--- src/rtl/tbase_pkg.sv ---
package tbase_pkg;
  localparam int DIV_W = 6;
  localparam logic [1:0] A_CTRL = 2'd0;
  localparam logic [1:0] A_CMP  = 2'd1;
  localparam logic [1:0] A_CNT  = 2'd2;
  localparam int B_RUN  = 0;
  localparam int B_SEL  = 1;
  localparam int B_MODE = 3;
  localparam int B_CLR  = 4;
  localparam int B_OVF  = 5;
  localparam int B_MAT  = 6;
  localparam int B_IE   = 7;

  function automatic logic [DIV_W-1:0] limit_of(input logic [1:0] sel);
    case (sel)
      2'd0:    limit_of = DIV_W'(3);
      2'd1:    limit_of = DIV_W'(15);
      2'd2:    limit_of = DIV_W'(31);
      default: limit_of = DIV_W'(63);
    endcase
  endfunction
endpackage

--- src/rtl/tbase_prescaler.sv ---
module tbase_prescaler
  import tbase_pkg::*;
(
  input  logic       clk,
  input  logic       rst_n,
  input  logic       run,
  input  logic [1:0] sel,
  input  logic       restart,
  output logic       tick
);
  logic [DIV_W-1:0] div_q;
  logic [DIV_W-1:0] lim;

  assign lim  = limit_of(sel);
  assign tick = run && !restart && (div_q == lim);

  always_ff @(posedge clk) begin
    if (!rst_n)                   div_q <= '0;
    else if (!run || restart)     div_q <= '0;
    else if (div_q == lim)        div_q <= '0;
    else                          div_q <= div_q + 1'b1;
  end
endmodule

--- src/rtl/tbase_counter.sv ---
module tbase_counter #(
  parameter int W = 16
) (
  input  logic         clk,
  input  logic         rst_n,
  input  logic         tick,
  input  logic         clr,
  input  logic         ld,
  input  logic [W-1:0] ld_val,
  input  logic         mode,
  input  logic [W-1:0] cmp,
  output logic [W-1:0] count,
  output logic         ovf_evt,
  output logic         cmp_evt
);
  logic hit;

  assign hit     = mode && (count == cmp);
  assign cmp_evt = tick && hit;
  assign ovf_evt = tick && !hit && (&count);

  always_ff @(posedge clk) begin
    if (!rst_n)     count <= '0;
    else if (clr)   count <= '0;
    else if (ld)    count <= ld_val;
    else if (tick)  count <= hit ? '0 : count + 1'b1;
  end
endmodule

--- src/rtl/tbase_regs.sv ---
module tbase_regs
  import tbase_pkg::*;
#(
  parameter int W = 16
) (
  input  logic         clk,
  input  logic         rst_n,
  input  logic         wr_en,
  input  logic [1:0]   wr_addr,
  input  logic [W-1:0] wr_data,
  input  logic [1:0]   rd_addr,
  output logic [W-1:0] rd_data,
  input  logic [W-1:0] count,
  input  logic         ovf_evt,
  input  logic         cmp_evt,
  output logic         run,
  output logic [1:0]   sel,
  output logic         mode,
  output logic [W-1:0] cmp,
  output logic         soft_clr,
  output logic         ld,
  output logic         restart,
  output logic         ovf_flag,
  output logic         cmp_flag,
  output logic         irq
);
  logic ie;
  logic wr_ctrl;
  logic sel_chg;
  logic [7:0] ctrl_view;

  assign wr_ctrl  = wr_en && (wr_addr == A_CTRL);
  assign ld       = wr_en && (wr_addr == A_CNT);
  assign soft_clr = wr_ctrl && wr_data[B_CLR];
  assign sel_chg  = wr_ctrl && (wr_data[B_SEL+1:B_SEL] != sel);
  assign restart  = soft_clr || sel_chg || ld;
  assign irq      = ie && (mode ? cmp_flag : ovf_flag);

  always_ff @(posedge clk) begin
    if (!rst_n) begin
      run <= 1'b0; sel <= 2'd0; mode <= 1'b0; ie <= 1'b0;
      cmp <= '0; ovf_flag <= 1'b0; cmp_flag <= 1'b0;
    end else begin
      if (wr_ctrl) begin
        run  <= wr_data[B_RUN];
        sel  <= wr_data[B_SEL+1:B_SEL];
        mode <= wr_data[B_MODE];
        ie   <= wr_data[B_IE];
      end
      if (wr_en && (wr_addr == A_CMP)) cmp <= wr_data;
      ovf_flag <= (ovf_flag && !(wr_ctrl && wr_data[B_OVF])) || ovf_evt;
      cmp_flag <= (cmp_flag && !(wr_ctrl && wr_data[B_MAT])) || cmp_evt;
    end
  end

  assign ctrl_view = {ie, cmp_flag, ovf_flag, 1'b0, mode, sel, run};

  always_comb begin
    case (rd_addr)
      A_CTRL:  rd_data = {{(W-8){1'b0}}, ctrl_view};
      A_CMP:   rd_data = cmp;
      A_CNT:   rd_data = count;
      default: rd_data = '0;
    endcase
  end
endmodule

--- src/rtl/tbase_timer.sv ---
module tbase_timer #(
  parameter int CNT_W = 16
) (
  input  logic             clk,
  input  logic             rst_n,
  input  logic             wr_en,
  input  logic [1:0]       wr_addr,
  input  logic [CNT_W-1:0] wr_data,
  input  logic [1:0]       rd_addr,
  output logic [CNT_W-1:0] rd_data,
  output logic [CNT_W-1:0] count,
  output logic             tick,
  output logic             irq
);
  logic             run, mode, soft_clr, ld, restart;
  logic             ovf_flag, cmp_flag, ovf_evt, cmp_evt;
  logic [1:0]       sel;
  logic [CNT_W-1:0] cmp;

  tbase_regs #(.W(CNT_W)) u_regs (
    .clk(clk), .rst_n(rst_n), .wr_en(wr_en), .wr_addr(wr_addr),
    .wr_data(wr_data), .rd_addr(rd_addr), .rd_data(rd_data),
    .count(count), .ovf_evt(ovf_evt), .cmp_evt(cmp_evt),
    .run(run), .sel(sel), .mode(mode), .cmp(cmp),
    .soft_clr(soft_clr), .ld(ld), .restart(restart),
    .ovf_flag(ovf_flag), .cmp_flag(cmp_flag), .irq(irq)
  );

  tbase_prescaler u_psc (
    .clk(clk), .rst_n(rst_n), .run(run), .sel(sel),
    .restart(restart), .tick(tick)
  );

  tbase_counter #(.W(CNT_W)) u_cnt (
    .clk(clk), .rst_n(rst_n), .tick(tick), .clr(soft_clr), .ld(ld),
    .ld_val(wr_data), .mode(mode), .cmp(cmp), .count(count),
    .ovf_evt(ovf_evt), .cmp_evt(cmp_evt)
  );
endmodule

--- config.mk ---
export PLATFORM = sky130hd
export DESIGN_NAME = tbase_timer
export DESIGN_NICKNAME = d
export VERILOG_FILES = /design/src/rtl/tbase_pkg.sv /design/src/rtl/tbase_prescaler.sv /design/src/rtl/tbase_counter.sv /design/src/rtl/tbase_regs.sv /design/src/rtl/tbase_timer.sv
export SDC_FILE = /design/constraint.sdc
export NUM_CORES = 1
export LEC_CHECK = 0
export CORE_ASPECT_RATIO = 0.75
export CORE_MARGIN = 4
export CORE_UTILIZATION = 45
export DETAILED_ROUTE_END_ITERATION = 12
export MAX_ROUTING_LAYER = met4
export PLACE_DENSITY = 0.73
export SYNTH_ARGS = -nofsm -noshare
export SYNTH_HDL_FRONTEND = slang
export SYNTH_HIERARCHICAL = 1
export SYNTH_SLANG_ARGS = --single-unit
export TNS_END_PERCENT = 50
--- constraint.sdc ---
create_clock -name clk -period 4.9 [get_ports clk]
set_input_delay 0.98 -clock clk [delete_from_list [all_inputs] [get_ports clk]]
set_output_delay 0.98 -clock clk [all_outputs]
set_load 0.03 [all_outputs]
==> results of run 1 <==
## logic make-up (layout without fill, tap and decap cells)
| logic type | Yosys count | count (layout) | synth area share |
|---|---|---|---|
| flip-flops | 45 | 45 | 0.3298 |
| multiplexers | 13 | 13 | 0.04764 |
| XOR/XNOR | 37 | 37 | 0.1186 |
| AO/OA/AOI/OAI | 75 | 75 | 0.2107 |
| adder cells (fa/ha/maj) | 2 | 2 | 0.009160 |
| AND/OR/NAND/NOR | 118 | 118 | 0.2295 |
| buffers and inverters | 29 | 79 | 0.05451 |
## cell type report
cell class,instances,share of cell area
multi-input combinational,245,0.4949
sequential,45,0.2637
timing repair buffer,64,0.1817
tap,78,0.02857
clock buffer,8,0.02344
inverter,7,0.007692
## power by group
group	total, W	internal (W)	switching [W]
registers	0.000391	0.000375	0.0000153
clock network	0.000222	0.000102	0.000120
logic	0.000135	0.0000624	0.0000730
## layout by cell type, fill, tap and decap left out, types with 9 or more instances in the layout
master           count
a21oi_1             16
xnor2_1             13
o22ai_2             10
dfxtp_1             45
a21boi_1            10
nor3b_1             17
nor2_1              11
nand2_1             49
o21ai_0              9
a22o_1               9
mux2i_1             13
clkdlybuf4s50_1     56
xor2_1              24
## critical path, cell delays in order
cell and delay (ps):
clkdlybuf4s50_1 550, nor3b_1 80, buf_4 190, o31ai_1 70, o21ai_0 170, nor4b_2 330, clkdlybuf4s50_1 720
## routing by layer
layer | vias to the layer above | global-route usage | wire (um)
li1 | 1216 | - | -
met1 | 1149 | 0.2893 | 3561
met2 | 75 | 0.3039 | 3071
met3 | 6 | 0.04483 | 472
met4 | 0 | 0.05069 | 69
met5 | - | - | 0
## flip-flops by register name (all words and copies together), names as in the netlist
| register | cells |
|---|---|
| u_regs/sel | 2 |
| u_regs/ovf_flag | 1 |
| u_regs/mode | 1 |
| u_regs/run | 1 |
| u_regs/cmp | 16 |
| u_regs/cmp_flag | 1 |
| u_regs/ie | 1 |
| u_psc/div_q | 6 |
| u_cnt/count | 16 |
## per-stage QoR
step / utilization / instances
after floorplan: - / 319
after global placement: 0.5697 / 439
after detailed placement: 0.5697 / 439
after CTS: 0.5833 / 447
after global routing: 0.5833 / 447
final: 0.5833 / 447
## how the worst max path moves through the flow
stage                    start         endpoint  depth (start not counted)  slack [ps]
global route        wr_data[1]             tick                          6         730
global placement    wr_data[2]             tick                          6         850
floorplan           wr_data[1]  u_cnt/count[10]                          9        1130
CTS                 wr_data[1]             tick                          6         820
finish              wr_addr[0]             tick                          7         840
detailed placement  wr_data[1]             tick                          6         830
==> impl.org, run 1 <==
** Floorplanning
- Die span in y :: 75.47 um
- Num rows :: 24
- Measured along the x axis, the die boundary spans 97.96 um.
- Die Footprint :: 7393 sq um
- In this run the standard cell core region covers 5856 sq um.
- Number of top-level pins :: 57
- For this configuration, the core starts out at a cell density of 0.4665.

** Yosys
- EDFF count, synth :: 0
- Fraction of registers with async set/reset :: 0
- Largest area contributor in the synthesized netlist :: dfxtp_1
- Number of warnings issued by yosys :: 6
- Yosys cell types :: 42
- After synthesis, the mean cell area works out to 8.562 sq um.
- Register bit count reported by yosys :: 45
- Most area-consuming cells after synthesis :: dfxtp_1 (33%), xor2_1 (7.7%), nand2_1 (6.7%)
- Among all flip-flop cells after synthesis, the most frequent one is dfxtp_1.
- The synthesized netlist occupies a cell area of 2731 sq um.
- Gate Count Post-Synth :: 319
- The commonest cells after synthesis are nand2_1 (49), dfxtp_1 (45), xor2_1 (24).
- Sequential fraction of the synthesis area :: 0.3298
- Net count of the mapped netlist :: 344
- The share of synthesized area in the top cell type comes to 0.3298.
- Most numerous cell in the Yosys netlist :: nand2_1

** Clock network
- The longest clock path from root to sink contains 2 buffers.
- The clock tree synthesis step divided the H-tree into 2 levels.
- TritonCTS clock tree :: done
- Hold bufs inserted after CTS :: 0
- Worst-Skew Late Latency :: 300 ps
- Once the clock tree was built, the resizer swapped 0 gates to a different size.
- Clock buffer count from CTS :: 5
- After clock tree synthesis, the clock-pin slew on the worst setup and hold paths is 80 ps.
- Buffers added to address setup during post-CTS repair amount to 0.
- CTS Root Cell :: clkbuf_8
- Clock tree synthesis found a total of 45 sinks.

** Global route
- The first global-routing pass estimated 11.70 mm of wire.
- Overall overflow remaining after global route :: 0
- Entering global routing, the biggest net connects 26 pins.
- Gr usage total :: 0.2064
- The number of global-route vias before repair was 2306.
- Initial antenna violation count :: 0

** Timing
- Hold Fails Final Rpt :: 0
- Of the available clock period, the critical path in the final layout requires 0.8290.
- Across all setup checks in the final design, the least slack found is 837.9 ps.
- Between clock sinks in the finished design, the worst skew comes to 7.450 ps.
- Post-route worst hold slack :: 450.0 ps
- Relative slew margins :: 0.3899
- Setup repair after global routing left no endpoint under its margin.
- TNS Setup :: 0 ps
- Static timing analysis puts the maximum clock frequency at 246.2 MHz.
- Tightest Pin Transition :: 915.1 ps
- Final setup fails :: 0
- The worst path in the final design needs a cycle of 4062 ps, including I/O delays and setup.
- The max-slew violation count came to 0.

** Worst setup path
- Reg-to-Reg End :: u_cnt/count[0]
- Setup crit end kind :: output pin
- Path depth of the worst reg2reg path :: 8
- The critical path is of the input pin to output pin type.
- Startpoint type of the worst setup path :: input pin
- Launch instance of the worst register-to-register path :: u_regs/sel[1]
- Worst Path Required :: 3920 ps
- Worst Path Arrival :: 3080 ps
- The setup check on the worst reg-to-reg path leaves a slack of 2320 ps.
- Along the worst path, the maximum fanout reaches 9.

** Layout
- Post-route cell area :: 3416 sq um
- In the final layout, the multi-input gates occupy 1690 sq um.
- For this run, the post-layout net count is 393.
- Register area :: 900.9 sq um
- From synthesis to final layout, the design area changed by 25.06%.
- Final antenna diode count :: 0
- Fillers :: 555
- Fraction of final layout cells sized beyond drive strength 1 :: 0.08401

** Placement
- Worst setup slack before clock tree synthesis :: 831.4 ps
- During placement, the flow inserted port buffers numbering 56.
- After detailed placement, the total cell area comes to 3336 sq um.
- Half-perimeter wire length of the detailed placement result :: 5.154 mm
- GPL Wtd Cong :: 0.8732

** Worst hold path
- Worst Hold End :: u_psc/div_q[0]
- Path type of the worst min-delay path :: flop to flop
- Along the worst hold path, the cell count comes to 1.
- The worst hold path begins at u_psc/div_q[0].

** Power
- Power comes to 0.0007479 W.
- Cell area power density :: 219.0 nW/um^2
- Leakage power figure :: 1.172 nW
- IR analysis of the VDD net gives a maximum drop of 95.46 uV.

** Drt
- Wires add up to 7.175 mm.
- Remaining number of nets flagged by the antenna check after routing :: 0
- In the final routed layout, each cell accounts on average for 16.05 um.
- The final route contains 2446 vias.
- For this block, the initial DRC count from the detailed router was 147.
- After detailed routing, the number of remaining DRC violations is 0.
- The first detailed-routing pass ran for 4 iterations.
- Dividing the detail-routed via count by the number of cells gives 5.472.

** Status
- Run status :: completed

** Run
- The tool flagged a number of max-cap violations equal to 0.
(Power assumes the default switching activity.)
==> run 2, diff against run 1 <==
clock period = 4.3 ns   (was 4.9 ns; I/O delays follow)
==> run 2 against run 1 <==
Compared with the run above: utilization rose by 0.24 points; critical path depth is 1 lower; largest cell class unchanged; sequential share of layout area shrank 0.11 points; clock skew fell by 4.7 ps; combinational power is 14% higher.
==> impl.org, run 2 (synthesis results as in run 1) <==
** Status
- The run finished with clean final reports.

** Power
- The switching fraction of total power was 0.2716 (-0.007328).
- Combinational group share of total power :: 0.179 (-0.002)
- Clock power frac :: 0.304 (+0.007)
- P_sw :: 0.0002337 W (+12%)
- The power per unit of standard cell area is 251.0 nW/um^2 (+15%).
- Share of total power in sequential cells :: 0.517 (-0.005)
- The standby leakage power was 1.182 nW (+0.82%).
- The cell internal power dissipation was 0.0006270 W (+16%).
- The worst voltage drop across the vdd grid came to 170.3 uV (+78%).

** Worst hold path
- For hold timing, the worst endpoint is u_psc/div_q[0].
- Path type of the worst min-delay path :: flop to flop
- Min-delay src :: u_psc/div_q[0]
- Count of cells along the worst hold path :: 1 (unchanged)

** Placement
- The placed instance count was 440 (+0.23%).
- The last weighted congestion value of the routability-driven placer came to 0.8478 (-2.9%).
- Number of port buffers :: 56 (unchanged)
- Post-DP Area :: 3343 sq um (+0.23%)
- Half-perimeter wire length of the detailed placement result :: 5.151 mm (about the same)

** Worst setup path
- Worst Path Required :: 3440 ps (-480 ps)
- The combined buffer and inverter count along the critical path is 2 (-1).
- Path depth of the worst reg2reg path :: 8 (unchanged)
- Reg-to-Reg End :: u_cnt/count[0]
- Critical setup path kind :: input pin to output pin
- Worst Path Arrival :: 2970 ps (-110 ps)
- The delay of the slowest cell on the worst path was 720 ps (about the same).
- Setup crit end kind :: output pin
- Startpoint of the worst setup timing path :: wr_data[2]
- The reg-to-reg setup timing slack was 1710 ps (-610 ps).
- Launch instance of the worst register-to-register path :: u_regs/sel[1]
- Cell with the biggest individual delay on the critical path :: clkdlybuf4s50_1
- The cell that appears most often on the critical path is clkdlybuf4s50_1.
- Chain of cells forming the critical path :: clkdlybuf4s50_1 -> xor2_1 -> o31ai_1 -> o21ai_0 -> nor4b_2 -> clkdlybuf4s50_1
- Top cell family by delay on the critical path :: buffers and inverters
- The maximum fanout encountered on the critical timing path was 4 (-5).
- STA classifies the critical path startpoint as an input pin.

** Clock network
- The source-to-sink clock delay at the later pin of the worst-skew pair was 290 ps (about the same).
- The quantity of gates resized following cts is 0 (unchanged).
- CTS Root Cell :: clkbuf_8
- The TritonCTS sink count came to 45 (unchanged).
- Buffers inserted by post-CTS timing repair :: 0 (unchanged)
- Clock Tree Buf Depth :: 2 (unchanged)
- The number of buffers inserted by hold repair at cts was 0 (unchanged).
- Worst-path clk slew :: 80 ps (about the same)
- TritonCTS built the clock tree.
- The number of buffers added by the clock tree synthesis step is 5 (unchanged).
- Maximum level of the CTS H-tree :: 2 (unchanged)

** Floorplanning
- The full die area was 7393 sq um (unchanged).
- The number of I/O pins came to 57 (unchanged).
- The height of the die came to 75.47 um (unchanged).
- Area of the placeable core :: 5856 sq um (unchanged)
- The row count is 24 (unchanged).
- The width of the die came to 97.96 um (unchanged).
- The initial core utilization came to 0.4665 (unchanged).

** Drt
- Vias after detailed routing :: 2462 (+0.65%)
- The first-iteration detailed-routing DRC count is 160 (+8.8%).
- The count of nets left with antenna violations after detail routing came to 0 (unchanged).
- The routed wire length is 7.157 mm (-0.25%).
- The average wire per standard cell came to 16.01 um (-0.25%).
- The DRC violation count after routing came to 0 (unchanged).
- The ratio of routed vias to standard cells came to 5.508 (+0.65%).
- Iteration count of the initial detailed-routing pass :: 4 (unchanged)

** Timing
- TNS Setup :: 0 ps (unchanged)
- Fmax achieved :: 261.1 MHz
- The total count of hold-check failures in the final report is 0 (unchanged).
- Setup repair after global routing left no endpoint under its margin.
- The setup skew after layout is 2.726 ps (-4.724 ps).
- The remaining max-slew budget at the tightest pin came to 0.3582 (-0.03169).
- Final worst path period share :: 0.8906
- The transition time at the pin with the least slew margin is 962.7 ps (+47.54 ps).
- The max-slew violation count came to 0 (unchanged).
- The worst path in the final design needs a cycle of 3829 ps, including I/O delays and setup.
- Final setup fails :: 0 (unchanged)

** Global route
- The global routing usage summed across all routing layers was 0.2053 (-0.001144).
- The fraction of met3 tracks used by global routing was 0.03751 (-0.007319).
- Number of global-route vias before repair :: 2334 (+1.2%)
- Wire length of the first global-routing pass :: 11.84 mm (+1.2%)
- The routing usage on met1 is 0.2916 (+0.002252).
- The global route total overflow came to 0 (unchanged).
- Initial antenna violation count :: 0 (unchanged)
- The largest net degree at the start of global routing was 34 (+31%).
- In this run the most used layer during global routing was met2.
- The met2 capacity usage during global routing was 0.3122 (+0.008296).

** Layout
- Area grow syn2layout :: 25.56%
- The share of layout cells above drive strength 1 is 0.08943 (+0.005420).
- The number of diodes added for antenna fixing is 0 (unchanged).
- The fraction of the core area covered by cells at the end of the flow came to 0.5857 (+0.002351).
- The final standard cell area without fillers came to 3430 sq um (+0.40%).
- Total number of nets in the final design :: 394 (+0.25%)
- Commonest non-fill, non-tap cell in the layout :: clkdlybuf4s50_1
- In the final layout, the registers with the most flip-flops are u_cnt/count x16, u_regs/cmp x16, u_psc/div_q x6.
- Commonest non-fill, non-tap cells in the layout :: clkdlybuf4s50_1 (56), nand2_1 (49), dfxtp_1 (45)
- The final cell count without fillers was 447 (unchanged).

** Run
- The max-capacitance violation count is 0 (unchanged).
## run 2: per-stage QoR
| step | setup slack (ps) | total power, W | hold slack [ps] |
|---|---|---|---|
| floorplan | 648.0 | 0.0005444 | 417.5 |
| global placement | 508.6 | 0.0006056 | 432.0 |
| detailed placement | 485.7 | 0.0006079 | 443.0 |
| CTS | 474.5 | 0.0008670 | 457.9 |
| global route | 329.5 | 0.0008928 | 478.8 |
| finish | 470.6 | 0.0008608 | 457.7 |
## run 2: how the worst max path moves through the flow
| stage | endpoint | slack (ps) | cells after the start |
|---|---|---|---|
| 4_1_cts | tick | 470 | 6 |
| 3_5_place_dp | tick | 490 | 6 |
| 5_1_grt | tick | 330 | 6 |
| 2_1_floorplan | u_cnt/count[10] | 650 | 9 |
| 6_report | tick | 470 | 6 |
| 3_3_place_gp | tick | 510 | 6 |
## run 2: layout make-up
type | count | area (sq um)
Clock buffer | 7 | 86.33
Sequential cell | 45 | 900.9
Inverter | 7 | 26.28
Tap cell | 78 | 97.59
Timing Repair Buffer | 65 | 628.1
Fill cell | 547 | 2426
Multi-Input combinational cell | 245 | 1690
## run 2: per-layer routing
metal	wire length (um)	part of all wire	vias up
met3	374	0.052	2
met2	3080	0.43	60
li1	-	-	1212
met1	3682	0.51	1188
met4	19	0.0027	0
met5	0	0	-
## run 2: power by group through the flow
stage          Clock [W]  Sequential (W)  Combinational (W)
4_1_cts         0.000268        0.000445           0.000154
3_3_place_gp           0        0.000454           0.000151
3_5_place_dp           0        0.000455           0.000153
6_report        0.000262        0.000445           0.000154
5_1_grt         0.000280        0.000448           0.000165
2_1_floorplan          0        0.000459          0.0000856
